==> config.mk <==
export PLATFORM = sky130hd
export DESIGN_NAME = xonxoff_flow_ctl
export DESIGN_NICKNAME = d
export VERILOG_FILES = /design/src/rtl/xonxoff_flow_ctl.sv
export SDC_FILE = /design/constraint.sdc
export NUM_CORES = 1
export LEC_CHECK = 0
export ABC_AREA = 1
export BUFFER_PORTS_ARGS = -buffer_cell sky130_fd_sc_hd__buf_2
export CAP_MARGIN = 15
export CORE_MARGIN = 5
export CORE_UTILIZATION = 48
export CTS_BUF_LIST = sky130_fd_sc_hd__clkbuf_8
export CTS_CLUSTER_SIZE = 14
export DETAILED_ROUTE_END_ITERATION = 6
export PLACE_DENSITY = 0.88
export RECOVER_POWER = 25
export SLEW_MARGIN = 10
export SYNTH_ARGS = -nofsm -noshare
export SYNTH_HDL_FRONTEND = slang
export SYNTH_SLANG_ARGS = --single-unit
==> constraint.sdc <==
create_clock -name clk -period 5.15 [get_ports clk]
set_clock_uncertainty 0.2 [all_clocks]
set_input_delay 1.03 -clock clk [delete_from_list [all_inputs] [get_ports clk]]
set_output_delay 1.03 -clock clk [all_outputs]
set_load 0.01 [all_outputs]
==> src/rtl/xonxoff_flow_ctl.sv <==
module xonxoff_flow_ctl #(
  parameter int LVL_W = 8
) (
  input  logic             clk,
  input  logic             rst_n,
  input  logic             fc_en,
  input  logic [3:0]       fc_mode,
  input  logic             spec_det_en,
  input  logic [7:0]       chr_on_a,
  input  logic [7:0]       chr_off_a,
  input  logic [7:0]       chr_on_b,
  input  logic [7:0]       chr_off_b,
  input  logic             rx_vld,
  input  logic [7:0]       rx_byte,
  output logic             rx_fwd_vld,
  output logic [7:0]       rx_fwd_byte,
  input  logic [LVL_W-1:0] fifo_lvl,
  input  logic [LVL_W-1:0] lvl_hi,
  input  logic [LVL_W-1:0] lvl_lo,
  output logic             inj_req,
  output logic [7:0]       inj_chr,
  input  logic             inj_ack,
  input  logic             tx_busy,
  output logic             tx_hold
);

  typedef enum logic [2:0] {S_IDLE, S_OFF_A, S_OFF_B, S_ON_A, S_ON_B} gen_st_t;

  gen_st_t st;
  logic    xoff_sent;
  logic    pause_req;

  wire gen_a = fc_en & fc_mode[3];
  wire gen_b = fc_en & fc_mode[2] & ~spec_det_en;
  wire rec_a = fc_en & fc_mode[1];
  wire rec_b = fc_en & fc_mode[0] & ~spec_det_en;

  wire hit_off = rx_vld & ((rec_a & (rx_byte == chr_off_a)) | (rec_b & (rx_byte == chr_off_b)));
  wire hit_on  = rx_vld & ((rec_a & (rx_byte == chr_on_a))  | (rec_b & (rx_byte == chr_on_b)));

  assign rx_fwd_vld  = rx_vld & ~hit_off & ~hit_on;
  assign rx_fwd_byte = rx_byte;

  wire start_off = (st == S_IDLE) & ~xoff_sent & (fifo_lvl >= lvl_hi) & (gen_a | gen_b);
  wire start_on  = (st == S_IDLE) &  xoff_sent & (fifo_lvl <= lvl_lo) & (gen_a | gen_b);

  assign inj_req = (st != S_IDLE);

  always_comb begin
    case (st)
      S_OFF_A: inj_chr = chr_off_a;
      S_OFF_B: inj_chr = chr_off_b;
      S_ON_A:  inj_chr = chr_on_a;
      S_ON_B:  inj_chr = chr_on_b;
      default: inj_chr = 8'h00;
    endcase
  end

  always_ff @(posedge clk) begin
    if (!rst_n) begin
      st        <= S_IDLE;
      xoff_sent <= 1'b0;
    end else begin
      case (st)
        S_IDLE: begin
          if (start_off) begin
            st        <= gen_a ? S_OFF_A : S_OFF_B;
            xoff_sent <= 1'b1;
          end else if (start_on) begin
            st        <= gen_a ? S_ON_A : S_ON_B;
            xoff_sent <= 1'b0;
          end
        end
        S_OFF_A: if (inj_ack) st <= gen_b ? S_OFF_B : S_IDLE;
        S_ON_A:  if (inj_ack) st <= gen_b ? S_ON_B  : S_IDLE;
        S_OFF_B, S_ON_B: if (inj_ack) st <= S_IDLE;
        default: st <= S_IDLE;
      endcase
    end
  end

  always_ff @(posedge clk) begin
    if (!rst_n) begin
      pause_req <= 1'b0;
      tx_hold   <= 1'b0;
    end else begin
      if (hit_off)     pause_req <= 1'b1;
      else if (hit_on) pause_req <= 1'b0;
      if (!tx_busy)    tx_hold   <= pause_req & (rec_a | rec_b);
    end
  end


  inj_hold_chk: assert property (@(posedge clk) disable iff (!rst_n)
    inj_req && !inj_ack |=> inj_req && $stable(inj_chr));


  hold_boundary_chk: assert property (@(posedge clk) disable iff (!rst_n)
    tx_busy |=> $stable(tx_hold));


  fwd_src_chk: assert property (@(posedge clk) disable iff (!rst_n)
    rx_fwd_vld |-> rx_vld);


  off_pass_chk: assert property (@(posedge clk) disable iff (!rst_n)
    !fc_en && rx_vld |-> rx_fwd_vld);


  off_noinj_chk: assert property (@(posedge clk) disable iff (!rst_n)
    !fc_en |=> !$rose(inj_req));

endmodule

==> results of run 1 <==
worst register-to-register path, cell delays in order (launching register included):
cell and delay [ns]:
dfxtp_1 0.33, inv_1 0.18, nand2_4 0.09, nor2_4 0.14, nand2_2 0.08, nor2_2 0.07
nand2_1 0.09, ha_1 0.29, nand2_1 0.05, o31ai_1 0.07, nand3_1 0.11, a21oi_1 0.13
synth_stat cells:
library cell  number  area share (%)
nand2_4            1            0.73
nor3_1             4             1.3
o31ai_1            1            0.49
nor2_2             4             1.6
nand3b_1           1            0.49
or2_2              3             1.2
nand4_1            8             3.3
nor3_2             1            0.65
nand2_1           77              19
xnor2_1            6             3.4
a21oi_1           13             4.2
nor2_1            19             4.6
inv_2              7             1.7
nand3_2            1            0.65
o21ai_0            3            0.98
o2111ai_1          6             3.4
or2_0              2            0.82
nand3_1           11             3.6
nor3b_1            1            0.49
nor2_4             2             1.5
a221o_1            1            0.65
a21o_1             2            0.98
inv_1             42              10
o22ai_1            1            0.41
buf_4              8             3.9
ha_1              17              14
o21ai_1            2            0.65
dfxtp_1            6             7.8
xor2_1            10             5.7
nand2_2            2            0.82
o31ai_2            1            0.82
area by class of cell:
class	count	share of cell area, %
multi-input combinational	200	57.3
inverter	49	9.07
clock buffer	3	2.04
timing repair buffer	93	22.9
tap	44	2.72
sequential	6	5.93
kinds of logic after synthesis:
logic type	Yosys count	share of synthesized area, %
compound gates	30	12.6
xor+xnor	16	9.14
fa+ha+maj	17	13.9
buf+inv	57	15.9
flops	6	7.83
simple gates	137	40.6
power by group through the flow:
stage	clock (W)	sequential, W	combinational (W)
finish	0.0000696	0.0000677	0.000282
floorplan	0	0.0000664	0.000187
CTS	0.0000709	0.0000678	0.000288
global placement	0	0.0000683	0.000283
global route	0.0000746	0.0000693	0.000318
detailed placement	0	0.0000686	0.000287
cells in the final DEF, fill, tap and decap left out, drive strengths merged, types with 2 or more instances in the layout:
cell type / netlist / routed
xor2: 10 / 10
o21ai: 5 / 5
a21oi: 13 / 13
nand2: 80 / 80
a21o: 2 / 2
buf: 8 / 92
o2111ai: 6 / 6
xnor2: 6 / 6
nor3: 5 / 5
ha: 17 / 17
inv: 49 / 49
nor2: 25 / 25
nand3: 12 / 12
nand4: 8 / 8
clkbuf: 0 / 4
o31ai: 2 / 2
or2: 5 / 5
dfxtp: 6 / 6
through the flow:
| step | cells | hold WS, ns | setup WS (ns) | instance area [µm²] |
|---|---|---|---|---|
| after floorplan | 263 | 0.239 | 2.03 | 1530 |
| after global routing | 395 | 0.306 | 1.72 | 2030 |
| after detailed placement | 392 | 0.259 | 1.83 | 1990 |
| after global placement | 392 | 0.252 | 1.81 | 1990 |
| after CTS | 395 | 0.265 | 1.82 | 2040 |
| final | 395 | 0.265 | 1.82 | 2030 |
layer usage:
| layer | global-route usage [%] | part of all wire, % | up-vias |
|---|---|---|---|
| li1 | - | - | 1016 |
| met1 | 26.4 | 42 | 817 |
| met2 | 36.4 | 49 | 84 |
| met3 | 2.36 | 8.9 | 4 |
| met4 | 5.58 | 0.71 | 0 |
| met5 | 0 | 0 | - |
final timing paths:
check,end,start
worst max-delay path,rx_fwd_vld,rx_byte[1]
worst min-delay path,pause_req$_SDFFE_PN0P_,pause_req$_SDFFE_PN0P_
worst max register to register,st[1]$_SDFFE_PN0P_,st[1]$_SDFFE_PN0P_
worst min register to register,pause_req$_SDFFE_PN0P_,pause_req$_SDFFE_PN0P_
registers in the layout (all words and copies together), names as in the netlist:
signal / count
pause_req: 1
tx_hold: 1
xoff_sent: 1
st: 3
==> impl_results.md, run 1 <==
* Status: complete, no violations
* WL/cell at about 11 µm
* Row count at 20
* Fmax at 0.300 GHz
* # diodes at 0
* Root buffer cell: clkbuf_8
* Switching share of total power at between 40% and 50%
* Core area at between 3000 and 4000 µm²
* Final nets at around 450
* Final hold vios at 0
* RSZ-0062 raised after global routing: false
* Final HPWL DP at 4060 µm
* Register area share after synthesis at just under 8%
* Layout cells sized above 1 at roughly a third
* Port Buf Inserts at 93
* Sequential Area at around 120 µm²
* Clock transition at path regs at roughly 0.04 ns
* Clock tree sinks at 6
* # setup viols final at 0
* DR vias at 1921
* Post-cts resize count at 0
* Syn Std Cell Area at 1530 µm²
* Initial DRT Pass Iterations at 4
* Post-DR vias/cell at around 5
* Mapped Cells at between 200 and 300
* Worst-Margin Slew at 0.646 ns
* Placer Congestion at approximately 0.87
* Final Cycle Share at approximately two thirds
* Largest net degree at the start of global routing at 10
* Pwr dens at about 210 nW/µm²
* Iter 0 DRT Violations at 71
* Global-route wire length before repair at 7390 µm
* Syn avg cell area at about 5.8 µm²
* Hold path cells at 2
* I/O Pins at 94
* Seq cells post-synth at 6
* Worst-path cell chain: buf_2, inv_2, or2_2, nand3_1, nor2_1, nand3_1, nand2_1, nor3b_1, buf_2
* Worst Reg2Reg Path Length in Cells at 11
* Fin. max-slew vios at 0
* Slew HR at 56.7%
* CP endpoint kind: output pin
* Hold-fix buffers, CTS at 0
* Post-route ant nets at 0
* Part of the power in registers at between 10% and 20%
* NetSw at around 0.00020 W
* Residual DRC at 0
* Leakage power at between 1 and 1.5 nW
* Die width at ~67 µm
* Starting Density at between 50 and 60%
* Synth unique cells at 31
* Number of fill cells at 320
* Routed WL at 4530 µm
* CP peak stage delay at 0.26 ns
* Comb power frac at about 67%
* Critical Path Start Type: input pin
* Die Area at around 4400 µm²
* Area delta synth->final at 32.1%
* Syn Nets at between 300 and 400
* Critical-path top delay cell: or2_2
* Worst R2R Setup Slack at 3.26 ns
* Peak supply drop at between 150 and 200 µV
* Post-CTS Setup Inserts at 0
* Total global routing overflow at 0
* Initial antenna violation count at 0
* Clock latency at the later pin of the worst-skew pair at 0.22 ns
* Post-Route Utilization at between 60% and 70%
* Design Power at ~0.00042 W
* H-tree depth at 1
* Critical path type: in2out
* Hold crit path type: reg2reg
* Int Power at 0.000222 W
* CTS max path bufs at 2
* Die H at about 67 µm
* Min cycle time layout at 3.33 ns
* Crit path max-delay family: simple AND/OR/NAND/NOR gates
* Crit path max fanout at 5
* Crit. path cell count at 9
* Worst EP required at roughly 4 ns
* CTS tree: yes
* CTS Buf Count at 3
* Post-route setup TNS at 0 ns
* Arrival time worst endpoint at between 2 and 2.5 ns
* Area of the multi-input gates at 1160 µm²
* Tot GR Track Use at between 20% and 30%
* Yosys warnings at 0
* Vias in the first global route at about 1800
* Buf/Inv on CP at 3
* Max cap viols at 0
* Clock group share of total power at about 17%
No activity file was read; power rests on OpenSTA's default activity.
==> run 2, diff against run 1 <==
--- a/config.mk
+++ b/config.mk
@@ -9,11 +9,11 @@
 export BUFFER_PORTS_ARGS = -buffer_cell sky130_fd_sc_hd__buf_2
 export CAP_MARGIN = 15
 export CORE_MARGIN = 5
-export CORE_UTILIZATION = 48
+export CORE_UTILIZATION = 41
 export CTS_BUF_LIST = sky130_fd_sc_hd__clkbuf_8
 export CTS_CLUSTER_SIZE = 14
 export DETAILED_ROUTE_END_ITERATION = 6
-export PLACE_DENSITY = 0.88
+export PLACE_DENSITY = 0.8
 export RECOVER_POWER = 25
 export SLEW_MARGIN = 10
 export SYNTH_ARGS = -nofsm -noshare
==> constraint.sdc (replaced) <==
create_clock -name clk -period 2.9 [get_ports clk]
set_clock_uncertainty 0.2 [all_clocks]
set_input_delay 0.58 -clock clk [delete_from_list [all_inputs] [get_ports clk]]
set_output_delay 0.58 -clock clk [all_outputs]
set_load 0.01 [all_outputs]
==> run 2 against run 1 <==
Against the previous run: power grew 80%; worst hold slack is essentially flat; final cell count grew 1.3%; setup slack lost 1.3 ns; sequential share of layout area is essentially flat; global-route usage shrank 2.8 points.
==> impl_results.md, run 2 (synthesized netlist as in run 1, its figures left out) <==
* Worst R2R Setup Slack at 1.09 ns
* Min cycle time layout at 2.41 ns
* Die width at ~71 µm
* Starting Density at 42.2%
* CP peak stage delay at around 0.40 ns
* Hold-fix buffers, CTS at 0
* Leakage power at 1.18 nW
* Max cap viols at 0
* Total global routing overflow at 0
* Largest net degree at the start of global routing at 10
* Post-CTS Setup Inserts at 0
* CTS Buf Count at 3
* Final hold vios at 0
* Peak supply drop at around 300 µV
* Worst-path cell chain: inv_2, nor3_2, inv_1, o2111ai_1, buf_2
* # diodes at 0
* Clock latency at the later pin of the worst-skew pair at about 0.22 ns
* Post-cts resize count at 0
* Post-route ant nets at 0
* Worst Reg2Reg Path Length in Cells at 11
* Initial antenna violation count at 0
* Arrival time worst endpoint at about 1.6 ns
* Tot GR Track Use at roughly 18%
* Row count at 22
* Worst-Margin Slew at roughly 0.50 ns
* I/O Pins at between 90 and 100
* Die H at 71.2 µm
* Worst-case hold path end point: pause_req$_SDFFE_PN0P_
* CTS tree: yes
* Root buffer cell: clkbuf_8
* Reg2reg start: st[1]$_SDFFE_PN0P_
* WL/cell at ~12 µm
* RSZ-0062 raised after global routing: false
* Area delta synth->final at 33.0%
* Iter 0 DRT Violations at 100
* Min Hold Slack at about 0.27 ns
* Initial DRT Pass Iterations at 4
* Max reg flops at 3
* H-tree depth at 1
* Fin. max-slew vios at 0
* Residual DRC at 0
* Crit path max fanout at 6
* R2R Path End: st[1]$_SDFFE_PN0P_
* CP endpoint kind: output pin
* HP Start: pause_req$_SDFFE_PN0P_
* Final nets at between 400 and 500
* Post-DR vias/cell at 4.83
* Number of fill cells at between 400 and 500
* Layout cells sized above 1 at about a third
* Slew HR at between 60% and 70%
* Critical-path top delay cell: nor3_2
* Global-route wire length before repair at 7760 µm
* Critical Path Start Type: register
* Port Buf Inserts at a little over 90
* Hold crit path type: reg2reg
* Final Cycle Share at 82.9%
* Placer Congestion at 0.895
* Core area at 3630 µm²
* Routed WL at between 4000 and 5000 µm
* Top reg by flops: st
* Pwr dens at about 370 nW/µm²
* Fmax at a little over 0.4 GHz
* Critical path type: reg2out
* Die Area at 5060 µm²
* Vias in the first global route at roughly 1900
* CTS max path bufs at 2
* Final HPWL DP at 4080 µm
* DR vias at slightly below 2000
* Status: complete, no violations
* Hold path cells at 2
* Commonest non-fill, non-tap cell in the layout: buf_2
* Worst EP required at around 2.1 ns
* Clock tree sinks at 6
* Post-route setup TNS at 0 ns
* Clock transition at path regs at approximately 0.030 ns
* Most frequent cells in the layout: buf_2, nand2_1, inv_1
* # setup viols final at 0
-- run 2: cell types whose count changed in the layout (fill, tap and decap cells not counted), sizes merged --
cell / previous run / this run
clkbuf: 4 / 9
buf: 92 / 88
-- run 2: report_power, final --
group / leakage (nW) / internal (W) / switching (W)
Sequential: 0.0488 / 0.0000974 / 0.0000234
Combinational: 1.11 / 0.000214 / 0.000299
Clock: 0.0216 / 0.0000890 / 0.0000339
-- run 2: worst max-delay path by stage --
stage	from	end	slack (ns)	cells past startpoint
final	st[1]$_SDFFE_PN0P_	inj_chr[5]	0.49	5
after global placement	rx_byte[1]	rx_fwd_vld	0.47	9
after detailed placement	rx_byte[7]	rx_fwd_vld	0.51	8
after CTS	rx_byte[7]	rx_fwd_vld	0.50	8
after floorplan	chr_on_a[7]	rx_fwd_vld	0.68	7
after global routing	st[1]$_SDFFE_PN0P_	inj_chr[0]	0.33	6
-- run 2: metal layers --
metal | share of wire (%) | vias up | routed length, µm | track usage (%)
met5 | 0 | - | 0 | 0
met4 | 0.52 | 0 | 24 | 2.30
met3 | 7.6 | 4 | 351 | 2.41
met2 | 47 | 65 | 2140 | 32.4
met1 | 45 | 851 | 2090 | 22.8
li1 | - | 1011 | - | -
-- run 2: final cells by class --
cell class / instances / area, µm² / share of cell area [%]
Timing Repair Buffer: 94 / 465 / 22.8
Sequential cell: 6 / 120 / 5.89
Clock buffer: 3 / 41.3 / 2.02
Inverter: 49 / 184 / 9.01
Tap cell: 48 / 60.1 / 2.94
Multi-Input combinational cell: 200 / 1170 / 57.3
-- run 2: critical path: cells and delay by family, from the launching register on --
kind	cells	cell delay (ns)
AND/OR/NAND/NOR	1	0.40
flip-flops	1	0.39
AO/OA/AOI/OAI	1	0.21
buffers and inverters	3	0.42
-- run 2: through the flow --
step / area (µm²) / power (W) / cells / setup slack, ns / utilization [%]
after floorplan: 1530 / 0.000450 / 263 / 0.683 / -
after global placement: 2010 / 0.000631 / 397 / 0.470 / 55.2
after detailed placement: 2010 / 0.000637 / 397 / 0.512 / 55.2
after CTS: 2050 / 0.000761 / 400 / 0.503 / 56.4
after global routing: 2040 / 0.000832 / 400 / 0.327 / 56.2
final: 2040 / 0.000757 / 400 / 0.495 / 56.2
